## config.mk

```make
export PLATFORM = sky130hd
export DESIGN_NAME = edac_cfg_reg
export DESIGN_NICKNAME = d
export VERILOG_FILES = /design/src/rtl/edac_cfg_pkg.sv /design/src/rtl/edac_cfg_ctl.sv /design/src/rtl/edac_cfg_tcb.sv /design/src/rtl/edac_cfg_cnt.sv /design/src/rtl/edac_cfg_reg.sv
export SDC_FILE = /design/constraint.sdc
export NUM_CORES = 1
export LEC_CHECK = 0
export ABC_CLOCK_PERIOD_IN_PS = 1150
export BUFFER_PORTS_ARGS = -buffer_cell sky130_fd_sc_hd__clkbuf_2
export CAP_MARGIN = 20
export CORE_ASPECT_RATIO = 0.8
export CORE_MARGIN = 3
export CORE_UTILIZATION = 36
export CTS_CLUSTER_DIAMETER = 40
export DETAILED_ROUTE_END_ITERATION = 10
export GPL_ROUTABILITY_DRIVEN = 0
export PLACE_DENSITY_LB_ADDON = 0.1
export SYNTH_ARGS = -nofsm -noshare
export SYNTH_HDL_FRONTEND = slang
export SYNTH_HIERARCHICAL = 1
export SYNTH_SLANG_ARGS = --single-unit
```

## constraint.sdc

```tcl
create_clock -name clk -period 1.15 [get_ports clk]
set_input_delay 0.115 -clock clk [delete_from_list [all_inputs] [get_ports clk]]
set_output_delay 0.115 -clock clk [all_outputs]
set_load 0.05 [all_outputs]
```

## src/rtl/edac_cfg_pkg.sv

```systemverilog
package edac_cfg_pkg;
  typedef struct packed {
    logic en;
    logic rb;
    logic wb;
  } ctl_t;
endpackage

```

## src/rtl/edac_cfg_ctl.sv

```systemverilog
module edac_cfg_ctl
  import edac_cfg_pkg::*;
(
  input  logic clk,
  input  logic rst,
  input  logic wr,
  input  ctl_t wr_ctl,
  output ctl_t ctl
);
  always_ff @(posedge clk) begin
    if (rst) ctl <= '0;
    else if (wr) ctl <= wr_ctl;
  end
endmodule

```

## src/rtl/edac_cfg_tcb.sv

```systemverilog
module edac_cfg_tcb #(
  parameter int CBW = 7
) (
  input  logic           clk,
  input  logic           rst,
  input  logic           wr,
  input  logic [CBW-1:0] wr_val,
  input  logic           cap_en,
  input  logic           rd_done,
  input  logic [CBW-1:0] rd_chk,
  output logic [CBW-1:0] tcb
);
  always_ff @(posedge clk) begin
    if (rst) tcb <= '0;
    else if (wr) tcb <= wr_val;
    else if (cap_en && rd_done) tcb <= rd_chk;
  end
endmodule

```

## src/rtl/edac_cfg_cnt.sv

```systemverilog
module edac_cfg_cnt #(
  parameter int CNT_W = 8
) (
  input  logic             clk,
  input  logic             rst,
  input  logic             wr,
  input  logic [CNT_W-1:0] wr_val,
  input  logic             inc,
  output logic [CNT_W-1:0] cnt
);
  localparam logic [CNT_W-1:0] TOP = {CNT_W{1'b1}};
  logic clr;
  assign clr = wr && (wr_val == TOP);

  always_ff @(posedge clk) begin
    if (rst) cnt <= '0;
    else if (clr) cnt <= '0;
    else if (inc && cnt != TOP) cnt <= cnt + 1'b1;
  end
endmodule

```

## src/rtl/edac_cfg_reg.sv

```systemverilog
module edac_cfg_reg
  import edac_cfg_pkg::*;
#(
  parameter int DATA_W = 32,
  parameter int CBW    = 7,
  parameter int CNT_W  = 8
) (
  input  logic              clk,
  input  logic              rst,
  input  logic              reg_wr,
  input  logic [DATA_W-1:0] reg_wdata,
  output logic [DATA_W-1:0] reg_rdata,
  input  logic              err_single,
  input  logic              rd_done,
  input  logic [CBW-1:0]    rd_chk,
  output logic              edac_en,
  output logic              rd_byp,
  output logic              wr_byp,
  output logic [CBW-1:0]    tst_chk
);
  localparam int TCB_LO = CNT_W;
  localparam int TCB_HI = CNT_W + CBW - 1;
  localparam int EN_BIT = DATA_W - 1;
  localparam int RB_BIT = DATA_W - 2;
  localparam int WB_BIT = DATA_W - 3;

  ctl_t             ctl, wr_ctl;
  logic [CNT_W-1:0] sec;

  assign wr_ctl.en = reg_wdata[EN_BIT];
  assign wr_ctl.rb = reg_wdata[RB_BIT];
  assign wr_ctl.wb = reg_wdata[WB_BIT];

  edac_cfg_ctl u_ctl (
    .clk(clk), .rst(rst), .wr(reg_wr), .wr_ctl(wr_ctl), .ctl(ctl)
  );

  edac_cfg_tcb #(.CBW(CBW)) u_tcb (
    .clk(clk), .rst(rst), .wr(reg_wr), .wr_val(reg_wdata[TCB_HI:TCB_LO]),
    .cap_en(ctl.rb), .rd_done(rd_done), .rd_chk(rd_chk), .tcb(tst_chk)
  );

  edac_cfg_cnt #(.CNT_W(CNT_W)) u_cnt (
    .clk(clk), .rst(rst), .wr(reg_wr), .wr_val(reg_wdata[CNT_W-1:0]),
    .inc(err_single), .cnt(sec)
  );

  assign edac_en = ctl.en;
  assign rd_byp  = ctl.rb;
  assign wr_byp  = ctl.wb;

  always_comb begin
    reg_rdata                = '0;
    reg_rdata[CNT_W-1:0]     = sec;
    reg_rdata[TCB_HI:TCB_LO] = tst_chk;
    reg_rdata[EN_BIT]        = ctl.en;
    reg_rdata[RB_BIT]        = ctl.rb;
    reg_rdata[WB_BIT]        = ctl.wb;
  end
endmodule

```

* Word-level counts from Yosys, hierarchy flattened
Cells that the tools add are included.
Word-level totals: flip-flop bits (word level) 18, bits in latches 0, bits in writable memories 0, ROM bits 0, input port bits 44, word-level logic and storage cells 15, memories kept 0
Cells by class: add/sub/neg operators 1, multiply operators 0, div/mod/pow operators 0, $lt $le $gt $ge 0, equality and inequality tests 2, shift operators 0, muxes and demuxes 2, bitwise logic cells 0, reductions and logical operators 5
Operator list (number):
- two-way mux 7 bit | 2
- adder 8 x 1 -> 8 bit, second input constant | 1
- equality test 8 bit, second input constant | 1
- != test 8 bit, second input constant | 1
- logical AND 1 bit | 3
- nonzero test 2 bit | 1
- OR reduction 2 bit | 1

* Logic depth before layout (Yosys ltp)
depth after elaboration 3, mapped depth 5, mapped depth without buffers 5

* By module
The synthesis kept the hierarchy.
Modules (own cells, without submodules):
- edac_cfg_tcb | instances 1, cells an instance 39, area each 441.7 um^2
- edac_cfg_cnt | instances 1, cells an instance 46, area each 405.4 um^2
- edac_cfg_reg | instances 1, cells an instance 25, area each 183.9 um^2
- edac_cfg_ctl | instances 1, cells an instance 9, area each 101.3 um^2

* Least setup slack after synthesis
OpenSTA, ideal clock, no wires.
path kind register to register, start point register u_cnt.cnt[0], end point register u_cnt.cnt[1], library setup time 0.121 ns, arrival 1.499 ns, slack -0.470 ns, stages on the path, launching flop included 6, buffers on the path 0, path through dfxtp_1 ha_1 nand3_1 o21ai_2 mux2i_1 nor2_1
Between the ends: word-level cells in the longest chain between the ends 2, elaborated cells on any way between the ends 3
Ends and longest elaborated chain:
- start, declared | RTL line edac_cfg_cnt.sv:9 | output logic [CNT_W-1:0] cnt
- start signal, assigned | RTL line edac_cfg_cnt.sv:18 | else if (inc && cnt != TOP) cnt <= cnt + 1'b1;
- parallel branches: the longest is 2 deep, another holds adder 8 x 1 -> 8 bit
Parallel ways; which one is timed is not known. A chain may end at the register's enable or synchronous reset.

* Worst setup path in the final report
Same ends and word-level chain as after synthesis.

==> impl_results.md <==
- Final #Nets: 214
- Clock latency on the worst-skew pair: 0.25 ns
- IO buf count: 57
- Die height: 56.2 microns
- Yosys cell types: 30
- Final Hold Vio Count: 0
- Yosys reg bits: 18
- Post-synthesis compound-gate area fraction: 20.3%
- Power per cell area: 1160 nW/um^2
- Clock power share: 25.4%
- Seq/Total Area, Yosys: 31.8%
- CP max-delay cell: dfxtp_4
- Dpl cell area: 1380 sq um
- I/O Pins: 86
- Gate power share: 33.3%
- Crit-path cells: ha_4, nand3_2, o21ai_2, mux2i_1, nor2_1
- Final ANT Viol Nets: 0
- Shortest period the worst path allows: 1.14 ns
- RSZ-0062 raised after global routing: true
- Drc violations: 0
- H-tree levels: 1
- Largest fanout on the critical path: 6
- Max Cap Viol: 0
- GRT Total Usage: 13.4%
- Commonest cells after routing, fill and taps aside: clkbuf_2, conb_1, nor2_1
- Initial Utilization: 39.4%
- Netlist area before placement: 1130 sq um
- Die width: 68.7 microns
- Data required time of the worst path: 1.28 ns
- GRT overflow: 0
- Simple-gate area share of the yosys netlist: 18.2%
- Largest net degree at the start of global routing: 25
- VDD IR max: 0.841 mV
- Crit Path Category: flip-flop to flip-flop
- Total number of vias: 989
- Max incr delay on CP: 0.36 ns
- Largest family of logic cells by synthesized area: buffers and inverters
- Crit path max-delay family: flip-flops
- DR iter-0 viols: 47
- Seq pwr share: 41.4%
- Skew final: 0.00172 ns
- Adder-cell area share of the yosys netlist: 1.10%
- Inserted Diodes: 0
- Multiplexer share of the synthesized area: 3.54%
- Hold WS: 0.102 ns
- Synth Instances: 119
- Via density: 4.82
- Routed WL per cell: 11.9 microns
- CTS sink cnt: 18
- Syn Area/Cell: 9.52 sq um
- Final setup vio count: 0
- Die area: 3860 sq um
- Final Util: 49.8%
- Root Buffer: clkbuf_8
- Layout cells sized above 1: 51.5%
- Startpoint Class: flip-flop
- First-pass GRT wire length: 4060 microns
- YS warnings: 6
- Total CTS buffers: 3
- Fin crit share: 99.4%
- R2R Setup Slk: 0.007 ns
- Area Overhead vs Synth: 26.3%
- Antenna violations before repair: 0
- HP Class: primary input to flip-flop
- CORE AREA: 2870 sq um
- Max Transition Viols Final: 0
- Num rows: 17
- XOR/XNOR share of the synthesized area: 3.09%
- Sw frac: 38.3%
- Leakage: 0.688 nW
- Setup TNS: 0 ns
- Status: finished, final reports clean
- Commonest non-fill, non-tap cell in the layout: clkbuf_2
- Arrival @ worst endpoint: 1.27 ns
- Worst Path Buf+Inv: 0
- Internal power: 0.00102 W
- CTS tree: done
- F_max: 0.875 GHz
- Total chip power: 0.00165 W
- TritonRoute pass-1 iters: 4
- Vias in the first global route: 914
- Post-CTS setup buffers: 0
- Setup crit end kind: flip-flop
- WL final: 2440 microns
- Clock slew at reported path FFs: 0.06 ns
- Hpwl dp: 1880 microns
- Design area: 1430 sq um
- CTS max path bufs: 2
- Psw: 0.000633 W
==> through the flow <==
| step | std cells | worst slack, ns |
|---|---|---|
| floorplan | 132 | -0.0673 |
| detailed placement | 202 | 0.0195 |
| CTS | 205 | 0.00613 |
| global placement | 202 | 0.0167 |
| global route | 205 | -0.0584 |
| finish | 205 | 0.00676 |
==> per-layer routing <==
layer  GRT usage, %  share of wire, %  wire, microns  vias to the layer above
met5              0                 0              0                        -
met4           1.67              0.25              6                        0
met3           5.05                11            258                        2
met2           20.5                43           1050                       50
met1           18.4                46           1130                      437
li1               -                 -              -                      500
==> logic make-up (layout without fill, tap and decap cells) <==
group	count (synthesis)	after routing
muxes	4	4
xor gates and xnor gates	4	4
DFF	18	18
and+or+nand+nor	32	32
adders and majority gates	1	1
buffers and inverters	35	70
AOI/OAI and AO/OA	24	24
other	1	14
==> Yosys cell counts <==
| library cell | n | area (sq um) |
|---|---|---|
| buf_4 | 26 | 195 |
| dfxtp_1 | 18 | 360 |
| nor2_1 | 11 | 41.3 |
| a2111oi_2 | 7 | 105 |
| inv_1 | 7 | 26.3 |
| a211oi_1 | 6 | 45.0 |
| nor4bb_1 | 5 | 50.1 |
| a21oi_1 | 4 | 20.0 |
| mux2i_1 | 4 | 40.0 |
| nand3_1 | 3 | 15.0 |
| nor3_1 | 3 | 15.0 |
| xor2_1 | 3 | 26.3 |
| and4bb_1 | 2 | 25.0 |
| buf_6 | 2 | 22.5 |
| nand2_1 | 2 | 7.51 |
| nand4_1 | 2 | 12.5 |
| a211oi_2 | 1 | 12.5 |
| a21boi_0 | 1 | 7.51 |
| a311oi_1 | 1 | 8.76 |
| a41o_1 | 1 | 10.0 |
| and2_2 | 1 | 7.51 |
| and4_1 | 1 | 8.76 |
| and4_4 | 1 | 11.3 |
| conb_1 | 1 | 3.75 |
| ha_1 | 1 | 12.5 |
| nand4_2 | 1 | 12.5 |
| o211ai_1 | 1 | 7.51 |
| o21ai_0 | 1 | 5.00 |
| o21ai_2 | 1 | 8.76 |
| xnor2_1 | 1 | 8.76 |
==> layout make-up <==
| cell class | instances | area (sq um) |
|---|---|---|
| Tap cell | 38 | 47.5 |
| Fill cell | 286 | 1440 |
| Clock buffer | 3 | 41.3 |
| Timing Repair Buffer | 60 | 320 |
| Inverter | 7 | 26.3 |
| Multi-Input combinational cell | 79 | 603 |
| Sequential cell | 18 | 392 |
==> registers in the layout, indices dropped and copies added (netlist names) <==
register,count
u_tcb/tcb,7
u_cnt/cnt,8
u_ctl/ctl,3
==> what timing repair did <==
item / in CTS / in global routing
gates resized for setup: 0 / 3
hold buffers: 0 / 0
setup endpoints to repair: 0 / 7
hold endpoints to repair: 0 / 0
==> worst paths after layout <==
check | startpoint | to | cells after the start
max | u_cnt/cnt[0] | u_cnt/cnt[1] | 5
min | reg_wdata[10] | u_tcb/tcb[2] | 3
max reg2reg | u_cnt/cnt[0] | u_cnt/cnt[1] | 5
min reg2reg | u_cnt/cnt[1] | u_cnt/cnt[1] | 2
==> power groups by stage <==
| stage | registers [W] | clock network [W] | logic (W) |
|---|---|---|---|
| final | 0.000684 | 0.000419 | 0.000550 |
| after global routing | 0.000690 | 0.000474 | 0.000583 |
| after CTS | 0.000684 | 0.000448 | 0.000553 |
| after detailed placement | 0.000698 | 0 | 0.000552 |
| after global placement | 0.000694 | 0 | 0.000549 |
| after floorplan | 0.000803 | 0 | 0.000377 |
==> worst min-delay path: cells and delay by family <==
kind / cells / cell delay (ns)
buf+inv: 2 / 0.13
compound gates: 1 / 0.06
Power figures use the tool's default switching activity.
